## src/rtl/qpc_pkg.sv

```systemverilog
package qpc_pkg;

    localparam int unsigned BUS_AW   = 20;
    localparam int unsigned BUS_DW   = 32;
    localparam int unsigned WIN_LOG2 = 11;
    localparam int unsigned QNUM_W   = 8;
    localparam int unsigned LOG_W    = 5;

    localparam logic [WIN_LOG2-1:0] OFF_ADD_RD = 11'h000;
    localparam logic [WIN_LOG2-1:0] OFF_ADD_WR = 11'h004;
    localparam logic [WIN_LOG2-1:0] OFF_STS_RD = 11'h008;
    localparam logic [WIN_LOG2-1:0] OFF_STS_WR = 11'h00C;

    typedef enum logic [2:0] {
        SEL_NONE,
        SEL_ADD_RD,
        SEL_ADD_WR,
        SEL_STS_RD,
        SEL_STS_WR
    } qpc_sel_e;

endpackage

```

## src/rtl/qpc_decode.sv

```systemverilog
module qpc_decode
    import qpc_pkg::*;
#(
    parameter int unsigned NUM_Q = 4,
    localparam int unsigned QSEL_W = (NUM_Q > 1) ? $clog2(NUM_Q) : 1
) (
    input  logic [BUS_AW-1:0] addr,
    output qpc_sel_e          sel,
    output logic [QSEL_W-1:0] qidx
);

    localparam logic [QNUM_W:0] NQ_LIM = (QNUM_W+1)'(NUM_Q);

    logic [QNUM_W-1:0]   win_idx;
    logic [WIN_LOG2-1:0] win_off;
    logic                region_hit;
    logic                queue_hit;

    always_comb begin
        win_idx    = addr[WIN_LOG2 +: QNUM_W];
        win_off    = addr[WIN_LOG2-1:0];
        region_hit = addr[BUS_AW-1];
        queue_hit  = region_hit && ({1'b0, win_idx} < NQ_LIM);
        qidx       = win_idx[QSEL_W-1:0];
        sel        = SEL_NONE;
        if (queue_hit) begin
            unique case (win_off)
                OFF_ADD_RD: sel = SEL_ADD_RD;
                OFF_ADD_WR: sel = SEL_ADD_WR;
                OFF_STS_RD: sel = SEL_STS_RD;
                OFF_STS_WR: sel = SEL_STS_WR;
                default:    sel = SEL_NONE;
            endcase
        end
    end

endmodule

```

## src/rtl/qpc_queue.sv

```systemverilog
module qpc_queue
    import qpc_pkg::*;
#(
    parameter int unsigned PTR_W    = 18,
    parameter int unsigned STEP_MAX = 63,
    localparam int unsigned SZ_W    = PTR_W + 1,
    localparam int unsigned STEP_W  = $clog2(STEP_MAX + 1)
) (
    input  logic               clk,
    input  logic               rst_n,
    input  logic [LOG_W-1:0]   size_log2,
    input  logic               add_rd,
    input  logic               add_wr,
    input  logic [BUS_DW-1:0]  add_val,
    input  logic               clr_err,
    input  logic               clr_flow,
    output logic [PTR_W-1:0]   rptr,
    output logic [PTR_W-1:0]   wptr,
    output logic               err_rd,
    output logic               err_wr,
    output logic               ovf,
    output logic               udf
);

    localparam logic [LOG_W-1:0] MAX_LOG = LOG_W'(PTR_W);

    typedef struct packed {
        logic [PTR_W-1:0] rptr;
        logic [PTR_W-1:0] wptr;
        logic [SZ_W-1:0]  occ;
        logic             err_rd;
        logic             err_wr;
        logic             ovf;
        logic             udf;
    } qst_t;

    qst_t st_d, st_q;

    logic [LOG_W-1:0] eff_log;
    logic [SZ_W-1:0]  size_v;
    logic [SZ_W-1:0]  mask_v;
    logic             step_ok;
    logic [SZ_W-1:0]  step;
    logic [SZ_W-1:0]  occ_sum;

    always_comb begin
        eff_log = (size_log2 > MAX_LOG) ? MAX_LOG : size_log2;
        size_v  = SZ_W'(1) << eff_log;
        mask_v  = size_v - SZ_W'(1);
        step_ok = (add_val <= BUS_DW'(STEP_MAX));
        step    = SZ_W'(add_val[STEP_W-1:0]);
        occ_sum = st_q.occ + step;

        st_d = st_q;
        if (clr_err) begin
            st_d.err_rd = 1'b0;
            st_d.err_wr = 1'b0;
        end
        if (clr_flow) begin
            st_d.ovf = 1'b0;
            st_d.udf = 1'b0;
        end
        if (add_wr) begin
            if (!step_ok) begin
                st_d.err_wr = 1'b1;
            end else begin
                st_d.wptr = (st_q.wptr + step[PTR_W-1:0]) & mask_v[PTR_W-1:0];
                if (occ_sum > size_v) begin
                    st_d.ovf = 1'b1;
                    st_d.occ = size_v;
                end else begin
                    st_d.occ = occ_sum;
                end
            end
        end
        if (add_rd) begin
            if (!step_ok) begin
                st_d.err_rd = 1'b1;
            end else if (step > st_q.occ) begin
                st_d.udf = 1'b1;
            end else begin
                st_d.rptr = (st_q.rptr + step[PTR_W-1:0]) & mask_v[PTR_W-1:0];
                st_d.occ  = st_q.occ - step;
            end
        end
    end

    always_ff @(posedge clk or negedge rst_n) begin
        if (!rst_n) begin
            st_q <= '0;
        end else begin
            st_q <= st_d;
        end
    end

    assign rptr   = st_q.rptr;
    assign wptr   = st_q.wptr;
    assign err_rd = st_q.err_rd;
    assign err_wr = st_q.err_wr;
    assign ovf    = st_q.ovf;
    assign udf    = st_q.udf;


    oversize_wr_chk: assert property (@(posedge clk) disable iff (!rst_n)
        (add_wr && !step_ok) |=> (err_wr && $stable(wptr)));


    oversize_rd_chk: assert property (@(posedge clk) disable iff (!rst_n)
        (add_rd && !add_wr && !step_ok) |=> (err_rd && $stable(rptr)));


    underflow_hold_chk: assert property (@(posedge clk) disable iff (!rst_n)
        (add_rd && !add_wr && step_ok && (step > st_q.occ)) |=> (udf && $stable(rptr)));


    ovf_sticky_chk: assert property (@(posedge clk) disable iff (!rst_n)
        (ovf && !clr_flow) |=> ovf);


    err_sticky_chk: assert property (@(posedge clk) disable iff (!rst_n)
        ((err_rd || err_wr) && !clr_err) |=> (err_rd || err_wr));

endmodule

```

## src/rtl/qpc_rdmux.sv

```systemverilog
module qpc_rdmux
    import qpc_pkg::*;
#(
    parameter int unsigned NUM_Q = 4,
    parameter int unsigned PTR_W = 18,
    localparam int unsigned QSEL_W = (NUM_Q > 1) ? $clog2(NUM_Q) : 1
) (
    input  qpc_sel_e                     sel,
    input  logic [QSEL_W-1:0]            qidx,
    input  logic [NUM_Q-1:0][PTR_W-1:0]  rptr_all,
    input  logic [NUM_Q-1:0][PTR_W-1:0]  wptr_all,
    input  logic [NUM_Q-1:0]             err_rd_all,
    input  logic [NUM_Q-1:0]             err_wr_all,
    input  logic [NUM_Q-1:0]             ovf_all,
    input  logic [NUM_Q-1:0]             udf_all,
    output logic [BUS_DW-1:0]            rdata
);

    localparam int unsigned PAD_W = BUS_DW - 2 - PTR_W;

    always_comb begin
        rdata = '0;
        unique case (sel)
            SEL_STS_RD: rdata = {err_wr_all[qidx], err_rd_all[qidx],
                                 {PAD_W{1'b0}}, rptr_all[qidx]};
            SEL_STS_WR: rdata = {ovf_all[qidx], udf_all[qidx],
                                 {PAD_W{1'b0}}, wptr_all[qidx]};
            default:    rdata = '0;
        endcase
    end

endmodule

```

## src/rtl/qptr_ctrl.sv

```systemverilog
module qptr_ctrl
    import qpc_pkg::*;
#(
    parameter int unsigned NUM_Q    = 4,
    parameter int unsigned PTR_W    = 18,
    parameter int unsigned STEP_MAX = 63
) (
    input  logic                    clk,
    input  logic                    rst_n,
    input  logic [19:0]             bus_addr,
    input  logic                    bus_wr,
    input  logic [31:0]             bus_wdata,
    input  logic                    bus_rd,
    output logic [31:0]             bus_rdata,
    output logic                    bus_ready,
    input  logic [NUM_Q*LOG_W-1:0]  q_size_log2
);

    localparam int unsigned QSEL_W = (NUM_Q > 1) ? $clog2(NUM_Q) : 1;

    typedef struct packed {
        logic              ready;
        logic [BUS_DW-1:0] rdata;
    } bus_st_t;

    bus_st_t bus_d, bus_q;

    qpc_sel_e          sel;
    logic [QSEL_W-1:0] qidx;
    logic              do_wr;
    logic              do_rd;
    logic [BUS_DW-1:0] mux_data;

    logic [NUM_Q-1:0][PTR_W-1:0] rptr_all;
    logic [NUM_Q-1:0][PTR_W-1:0] wptr_all;
    logic [NUM_Q-1:0]            err_rd_all;
    logic [NUM_Q-1:0]            err_wr_all;
    logic [NUM_Q-1:0]            ovf_all;
    logic [NUM_Q-1:0]            udf_all;

    assign do_wr = bus_wr;
    assign do_rd = bus_rd && !bus_wr;

    qpc_decode #(
        .NUM_Q (NUM_Q)
    ) decode_i (
        .addr (bus_addr),
        .sel  (sel),
        .qidx (qidx)
    );

    for (genvar gi = 0; gi < NUM_Q; gi++) begin : g_queue
        logic hit_q;
        assign hit_q = (qidx == QSEL_W'(gi));

        qpc_queue #(
            .PTR_W    (PTR_W),
            .STEP_MAX (STEP_MAX)
        ) queue_i (
            .clk       (clk),
            .rst_n     (rst_n),
            .size_log2 (q_size_log2[gi*LOG_W +: LOG_W]),
            .add_rd    (do_wr && hit_q && (sel == SEL_ADD_RD)),
            .add_wr    (do_wr && hit_q && (sel == SEL_ADD_WR)),
            .add_val   (bus_wdata),
            .clr_err   (do_rd && hit_q && (sel == SEL_STS_RD)),
            .clr_flow  (do_rd && hit_q && (sel == SEL_STS_WR)),
            .rptr      (rptr_all[gi]),
            .wptr      (wptr_all[gi]),
            .err_rd    (err_rd_all[gi]),
            .err_wr    (err_wr_all[gi]),
            .ovf       (ovf_all[gi]),
            .udf       (udf_all[gi])
        );
    end

    qpc_rdmux #(
        .NUM_Q (NUM_Q),
        .PTR_W (PTR_W)
    ) rdmux_i (
        .sel        (sel),
        .qidx       (qidx),
        .rptr_all   (rptr_all),
        .wptr_all   (wptr_all),
        .err_rd_all (err_rd_all),
        .err_wr_all (err_wr_all),
        .ovf_all    (ovf_all),
        .udf_all    (udf_all),
        .rdata      (mux_data)
    );

    always_comb begin
        bus_d.ready = do_wr || do_rd;
        bus_d.rdata = do_rd ? mux_data : '0;
    end

    always_ff @(posedge clk or negedge rst_n) begin
        if (!rst_n) begin
            bus_q <= '0;
        end else begin
            bus_q <= bus_d;
        end
    end

    assign bus_ready = bus_q.ready;
    assign bus_rdata = bus_q.rdata;


    ready_pulse_chk: assert property (@(posedge clk) disable iff (!rst_n)
        (bus_rd || bus_wr) |=> bus_ready);


    idle_quiet_chk: assert property (@(posedge clk) disable iff (!rst_n)
        !(bus_rd || bus_wr) |=> (!bus_ready && (bus_rdata == '0)));


    unmapped_zero_chk: assert property (@(posedge clk) disable iff (!rst_n)
        (bus_rd && !bus_wr && (sel == SEL_NONE)) |=> (bus_rdata == '0));

endmodule

```

## config.mk

```make
export PLATFORM = sky130hd
export DESIGN_NAME = qptr_ctrl
export DESIGN_NICKNAME = d
export VERILOG_FILES = /design/src/rtl/qpc_pkg.sv /design/src/rtl/qpc_decode.sv /design/src/rtl/qpc_queue.sv /design/src/rtl/qpc_rdmux.sv /design/src/rtl/qptr_ctrl.sv
export SDC_FILE = /design/constraint.sdc
export NUM_CORES = 1
export LEC_CHECK = 0
export ABC_AREA = 1
export ABC_CLOCK_PERIOD_IN_PS = 3100
export CORE_AREA = 2 2 289 205
export DETAILED_ROUTE_END_ITERATION = 8
export DIE_AREA = 0 0 291 207
export DONT_BUFFER_PORTS = 1
export GPL_TIMING_DRIVEN = 0
export HOLD_SLACK_MARGIN = 0.1
export SYNTH_ARGS = -nofsm -noshare
export SYNTH_HDL_FRONTEND = slang
export SYNTH_SLANG_ARGS = --single-unit
```

## constraint.sdc

```tcl
create_clock -name clk -period 3.1 [get_ports clk]
set_clock_uncertainty 0.1 [all_clocks]
set_input_delay 0.155 -clock clk [delete_from_list [all_inputs] [get_ports clk]]
set_output_delay 0.155 -clock clk [all_outputs]
set_load 0.02 [all_outputs]
```

==> results of run 1 <==
power breakdown:
part / switching [mW] / total (mW) / internal, mW / leakage (nW)
sequential: 0.00120 / 3.36 / 3.35 / 3.02
clock: 1.74 / 4.08 / 2.33 / 0.503
combinational: 0.938 / 1.49 / 0.555 / 13.0
logic make-up (layout without fill, tap and decap cells):
group | Yosys count | in the layout
and+or+nand+nor | 2130 | 2130
buffers and inverters | 722 | 1026
AOI/OAI and AO/OA | 624 | 624
DFF | 257 | 257
adders and majority gates | 192 | 192
xor gates and xnor gates | 182 | 182
other | 1 | 14
critical path: cells and delay by family (launching register included):
family                     cells  cell delay [ns]
AOI/OAI and AO/OA              4             0.74
xor gates and xnor gates       1             0.17
adders and majority gates      2             0.57
buffers and inverters          5             0.53
DFF                            1             0.44
and+or+nand+nor                8             0.88
synth_stat cells (all sizes together) (2+ instances only):
library cell	count
nand4	88
clkinv	11
xor2	158
a21oi	219
a21boi	2
o211ai	7
a31oi	18
o22ai	21
nor4	13
o2111ai	18
clkbuf	43
and3	2
inv	587
nor2	416
ha	176
nand3b	16
nand3	445
o21bai	12
fa	16
dfrtp	257
nor4b	2
buf	81
nand2	1039
xnor2	24
a31o	2
nor3b	7
a21o	8
o21ai	259
or2	14
o21a	6
a22oi	28
nor3	85
o31ai	21
worst paths after layout:
check                                               to  slack [ns]  cells past startpoint
max in group asynchronous   g_queue[3].queue_i.st_q[5]        2.53                      0
hold / removal             g_queue[1].queue_i.st_q[19]       -0.86                      0
min in group clk            g_queue[1].queue_i.rptr[4]        0.08                      6
setup reg to reg            g_queue[2].queue_i.st_q[5]       -0.45                     20
setup / recovery            g_queue[2].queue_i.st_q[5]       -0.45                     20
hold reg to reg            g_queue[2].queue_i.wptr[16]        0.42                      2
timing repair:
item                                    CTS  global route
endpoints found under the setup margin   80           119
pin swaps                               136           250
gates resized for setup                 392           463
buffers inserted                         75            77
endpoints found under the hold margin   481           257
cloned                                    7             3
routing by layer:
layer / share of wire (%) / wire length (microns)
met5: 0.099 / 114
met4: 2.2 / 2530
met3: 14 / 16200
met2: 37 / 42800
met1: 46 / 53400
area by class of cell:
class | instances | area, sq um | share of cell area, %
Multi-Input combinational cell | 3140 | 20300 | 58.9
Sequential cell | 257 | 6440 | 18.7
Timing Repair Buffer | 259 | 2480 | 7.20
Inverter | 598 | 2330 | 6.77
Tap cell | 760 | 951 | 2.77
Buffer | 114 | 850 | 2.47
Clock buffer | 39 | 846 | 2.46
Clock inverter | 16 | 223 | 0.648
Antenna cell | 2 | 5.00 | 0.0146
registers in the layout (all words and copies together), names as in the netlist:
register and flops:
g_queue.queue_i.udf 4, g_queue.queue_i.err_rd 4, g_queue.queue_i.st_q 76, bus_ready 1, g_queue.queue_i.err_wr 4, g_queue.queue_i.rptr 72
bus_rdata 20, g_queue.queue_i.wptr 72, g_queue.queue_i.ovf 4
per-stage QoR:
stage	util, %	instance area, sq um
final	59.6	34400
after CTS	55.1	31800
after detailed placement	47.5	27400
after floorplan	-	26400
after global placement	47.5	27400
after global routing	59.6	34400
==> flow_summary.toml, run 1 <==
[outcome]
outcome = "finished with violations"
violations = "negative hold slack, negative setup slack"

[synth]
ys.flop_type = "dfrtp_1"
synthMuxAreaShare_pct = 0
synth_seq_cells = 257
syn_area_sq_um = 26300
synth-async-reset-ratio_pct = 100
synth_warnings = 0
ys_seq_area_share_pct = 24.5
synth_simple_gate_area_share_pct = 35.4
synth_compound_area_share_pct = 13.3
synthXorXnorAreaFrac_pct = 6.07
synthDistinctLibCells = 62
synth_top_area_share_pct = 24.5
synthAdderAreaFrac_pct = 9.60
synth_top_family_by_area = "simple AND/OR/NAND/NOR gates"
ys_top_cells_by_area = "dfrtp_1, nand2_1, ha_1, nand3_1, inv_1"
synthCells = 4108
synth-edff-count = 0
synth.avg_cell_area_sq_um = 6.40
synth_top_cell_by_area = "dfrtp_1"

[clock_tree]
clk_pin_slew_worst_paths_ns = 0.07
cts_sinks = 257
clockRootBuffer = "clkbuf_16"
ctsHoldBuffers = 103
ctsHtreeMaxLevel = 1
cts_tree = "yes"
numCtsBuffers = 31
clock_path_buffers = 3
clock_latency_ns = 0.62

[cells_and_area]
final_cell_mix = "nand2_1, inv_1, nor2_1"
fin_cells = 5185
nFillCells = 5393
mostFrequentLayoutCell = "nand2_1"
nets = 4669
final_layout_size_suffix_gt1_share_pct = 21.5
syn2layout_area_growth_pct = 30.8

[detailed_routing]
finalWirelength_microns = 115000
vias = 30211
ant_nets = 0
detail_route.vias_per_cell = 5.83
routedWlPerCell_microns = 22.2
firstDrtPassIters = 6
drc_errors = 0
drt_iter0_drc = 4084

[timing]
slew_headroom_pct = 5.37
hold_slack_ns = -0.861
final.setup.tns_ns = -23.41
final-setup-viol-count = 81
drv_slew = 0
finalHoldViolCount = 257
worstMarginPinSlew_ns = 1.42
worst_slack_ns = -0.446
rsz0062_at_grt = "true"
layout_min_cycle_time_ns = 3.55
fmax_mhz = 282
fin_crit_sh_pct = 114

[placement]
gp_congestion = 1.02
dp_hpwl_microns = 82100
pre_cts_ws_ns = -1.20
port_buffers = 0
dp_cells = 4879

[global_routing]
grt_antenna_before_repair = 3
met2_usage_pct = 45.3
track_usage_pct = 36.0
busiest_layer = "met1"
grt-ovfl-total = 0
grt_pass1_vias = 26475
grt_max_degree = 258
gr-usage-met1_pct = 57.6
grt_first_pass_wirelength_microns = 167000
use_met3_pct = 12.0

[setup_path]
worstPathArrival_ns = 3.96
worstPathMaxFanout = 5
worst_path_max_delay_cell = "dfrtp_2"
start_kind = "flop"
crit_chain = "ha_4 > inv_6 > nand2_4 > nand2_4 > a21oi_4 > buf_6 > nand2_2 > nand2_2 > xor2_2 > inv_1 > ha_4 > a21oi_2 > o21ai_1 > a21oi_2 > nand3_4 > buf_8 > nand4_1 > nand3_2 > nand2_1 > inv_1"
rr_startpoint = "g_queue[2].queue_i.st_q[7]"
crit_path_start = "g_queue[2].queue_i.st_q[7]"
critPathKind = "reg2reg"
max_stage_delay_ns = 0.44
critical_path_required_ns = 3.51
endpoint_kind = "flop"

[floorplan]
start_util_pct = 45.6
fp-row-count = 74
dieArea_sq_um = 60200
chipHeight_microns = 207
core_area_sq_um = 57700
io-pin-count = 109
die_w_microns = 291

[flow_run]
max_cap_violations = 0

[pwr]
p_leak_nw = 16.6
irDropWorstVdd_uv = 448
finalPower_mw = 8.93
powerDensity_nw_per_um2 = 260

[hold_path]
hold_path_class = "in2async"
No activity file was read; power rests on OpenSTA's default activity.
==> run 2, diff against run 1 <==
--- a/config.mk
+++ b/config.mk
@@ -11,7 +11,7 @@
 export DETAILED_ROUTE_END_ITERATION = 8
 export DIE_AREA = 0 0 291 207
 export DONT_BUFFER_PORTS = 1
-export GPL_TIMING_DRIVEN = 0
+export GPL_TIMING_DRIVEN = 1
 export HOLD_SLACK_MARGIN = 0.1
 export SYNTH_ARGS = -nofsm -noshare
 export SYNTH_HDL_FRONTEND = slang
==> constraint.sdc (replaced) <==
create_clock -name clk -period 3.1 [get_ports clk]
set_clock_uncertainty 0.1 [all_clocks]
set_input_delay 0.465 -clock clk [delete_from_list [all_inputs] [get_ports clk]]
set_output_delay 0.465 -clock clk [all_outputs]
set_load 0.02 [all_outputs]
==> run 2 against run 1 <==
The run still ends with negative hold slack, negative setup slack left. Sequential share of layout area about the same. Register-to-register slack improved by 0.11 ns. Count of clock-buffer cells in the layout increased by 8. Combinational power decreased by 7%. Via count is 2.0% lower. Core utilization is essentially flat. Power grew 0.31%. Sequential power hardly changed. Global-route usage decreased by 1.1 points. Setup slack gained 0.11 ns. Die area unchanged. Critical endpoint is now g_queue[0].queue_i.st_q[5].
==> flow_summary.toml, run 2 (synthesized netlist as in run 1, its figures left out) <==
[clock_tree]
clockRootBuffer = "clkbuf_16"
clock_path_buffers = 3
numCtsBuffers = 35
ctsHtreeMaxLevel = 2
clk_pin_slew_worst_paths_ns = 0.06
cts_tree = "yes"
ctsHoldBuffers = 7
clock_latency_ns = 0.59
cts_sinks = 257

[timing]
finalHoldViolCount = 257
worst_slack_ns = -0.338
fmax_mhz = 291
drv_slew = 0
final.setup.tns_ns = -16.81
layout_min_cycle_time_ns = 3.44
slew_headroom_pct = 37.8
hold_slack_ns = -0.507
final-setup-viol-count = 79
worstMarginPinSlew_ns = 0.929
fin_crit_sh_pct = 111
rsz0062_at_grt = "true"

[flow_run]
max_cap_violations = 0

[placement]
pre_cts_ws_ns = -0.816
dp_cells = 5067
port_buffers = 0
gp_congestion = 1.01
place_area_sq_um = 29500
dp_hpwl_microns = 81300

[cells_and_area]
nets = 4699
stdcell_area_sq_um = 34400
regArea_sq_um = 6440
nFillCells = 5367
largest_reg_flops = 76
multiInputGateArea_sq_um = 20100
regMostFlops = "g_queue.queue_i.st_q"
final_layout_size_suffix_gt1_share_pct = 23.9
syn2layout_area_growth_pct = 30.9
final_cell_mix = "nand2_1, inv_1, nor2_1"
mostFrequentLayoutCell = "nand2_1"
fin_cells = 5222

[pwr]
p_leak_nw = 17.0
powerDensity_nw_per_um2 = 260
irDropWorstVdd_uv = 317

[floorplan]
core_area_sq_um = 57700
fp-row-count = 74
chipHeight_microns = 207
die_w_microns = 291
start_util_pct = 45.6
io-pin-count = 109
dieArea_sq_um = 60200

[setup_path]
worst_path_max_delay_cell = "dfrtp_1"
crit_buf_inv = 5
start_kind = "flop"
cp_top_family = "simple AND/OR/NAND/NOR gates"
critical_path_required_ns = 3.53
cpMostUsedCell = "nand2_2"
critPathKind = "reg2reg"
endpoint_kind = "flop"
worstPathMaxFanout = 6
worstPathArrival_ns = 3.86
max_stage_delay_ns = 0.41
r2r_slack_ns = -0.34
crit_chain = "ha_4 > fa_2 > nand3_2 > nand2_2 > nand2_2 > nand2_2 > buf_6 > nand4_1 > nand2_1 > nand2_2 > inv_2 > ha_4 > nand2_2 > inv_2 > nand3_4 > nor2_4 > nand3_2 > nand3_4 > buf_12 > nand2_8 > buf_6 > nand2_4 > nand3_2 > a21boi_2"

[detailed_routing]
detail_route.vias_per_cell = 5.67
vias = 29596
ant_nets = 0
drc_errors = 0
routedWlPerCell_microns = 20.9
firstDrtPassIters = 7
drt_iter0_drc = 3587
finalWirelength_microns = 109000

[global_routing]
grt_pass1_vias = 27165
grt_antenna_before_repair = 2
track_usage_pct = 34.9
grt_first_pass_wirelength_microns = 164000
grt-ovfl-total = 0
grt_max_degree = 258

[outcome]
outcome = "finished with violations"
violations = "negative hold slack, negative setup slack"

[hold_path]
hold_path_class = "in2async"
## run 2: metrics by stage
| stage | power [mW] | util, % |
|---|---|---|
| after floorplan | 4.12 | - |
| after global placement | 4.49 | 51.1 |
| after detailed placement | 4.49 | 51.1 |
| after CTS | 8.85 | 57.4 |
| after global routing | 9.20 | 59.6 |
| final | 8.95 | 59.6 |
## run 2: timing repair
item / 4_1_cts / 5_1_grt
pin swaps: 204 / 207
setup endpoints to repair: 80 / 90
buffers inserted: 58 / 27
gates resized for setup: 415 / 259
cloned: 8 / 1
endpoints found under the hold margin: 275 / 257
## run 2: final timing paths
| check | endpoint | cells past startpoint | start |
|---|---|---|---|
| max | g_queue[0].queue_i.st_q[5] | 24 | g_queue[0].queue_i.st_q[4] |
| min | g_queue[1].queue_i.st_q[20] | 0 | rst_n |
| max reg2reg | g_queue[0].queue_i.st_q[5] | 24 | g_queue[0].queue_i.st_q[4] |
| min reg2reg | g_queue[1].queue_i.udf | 2 | g_queue[1].queue_i.udf |
| max in group asynchronous | g_queue[0].queue_i.rptr[10] | 0 | rst_n |
| min in group clk | g_queue[2].queue_i.rptr[13] | 4 | q_size_log2[14] |
## run 2: area by class of cell
class	count	share of cell area [%]
multi-input combinational	3142	58.4
clock buffer	47	2.85
clock inverter	17	0.418
timing repair buffer	396	10.1
antenna	4	0.0291
inverter	598	6.66
sequential	257	18.7
timing repair inverter	1	0.0327
tap	760	2.76
## run 2: power by group
| group | switching, mW | internal [mW] | leakage (nW) | total [mW] |
|---|---|---|---|---|
| Sequential | 0.00124 | 3.35 | 3.03 | 3.36 |
| Clock | 1.88 | 2.33 | 0.538 | 4.21 |
| Combinational | 0.853 | 0.535 | 13.4 | 1.39 |
| Total | 2.73 | 6.22 | 17.0 | 8.95 |
## run 2: routing by layer
metal / vias up / wire length [microns] / track usage, %
met4: 0 / 2470 / 8.18
met3: 135 / 14100 / 11.1
li1: 14072 / - / -
met1: 13857 / 51400 / 54.6
met2: 1532 / 41400 / 45.0
met5: - / 0 / 1.89
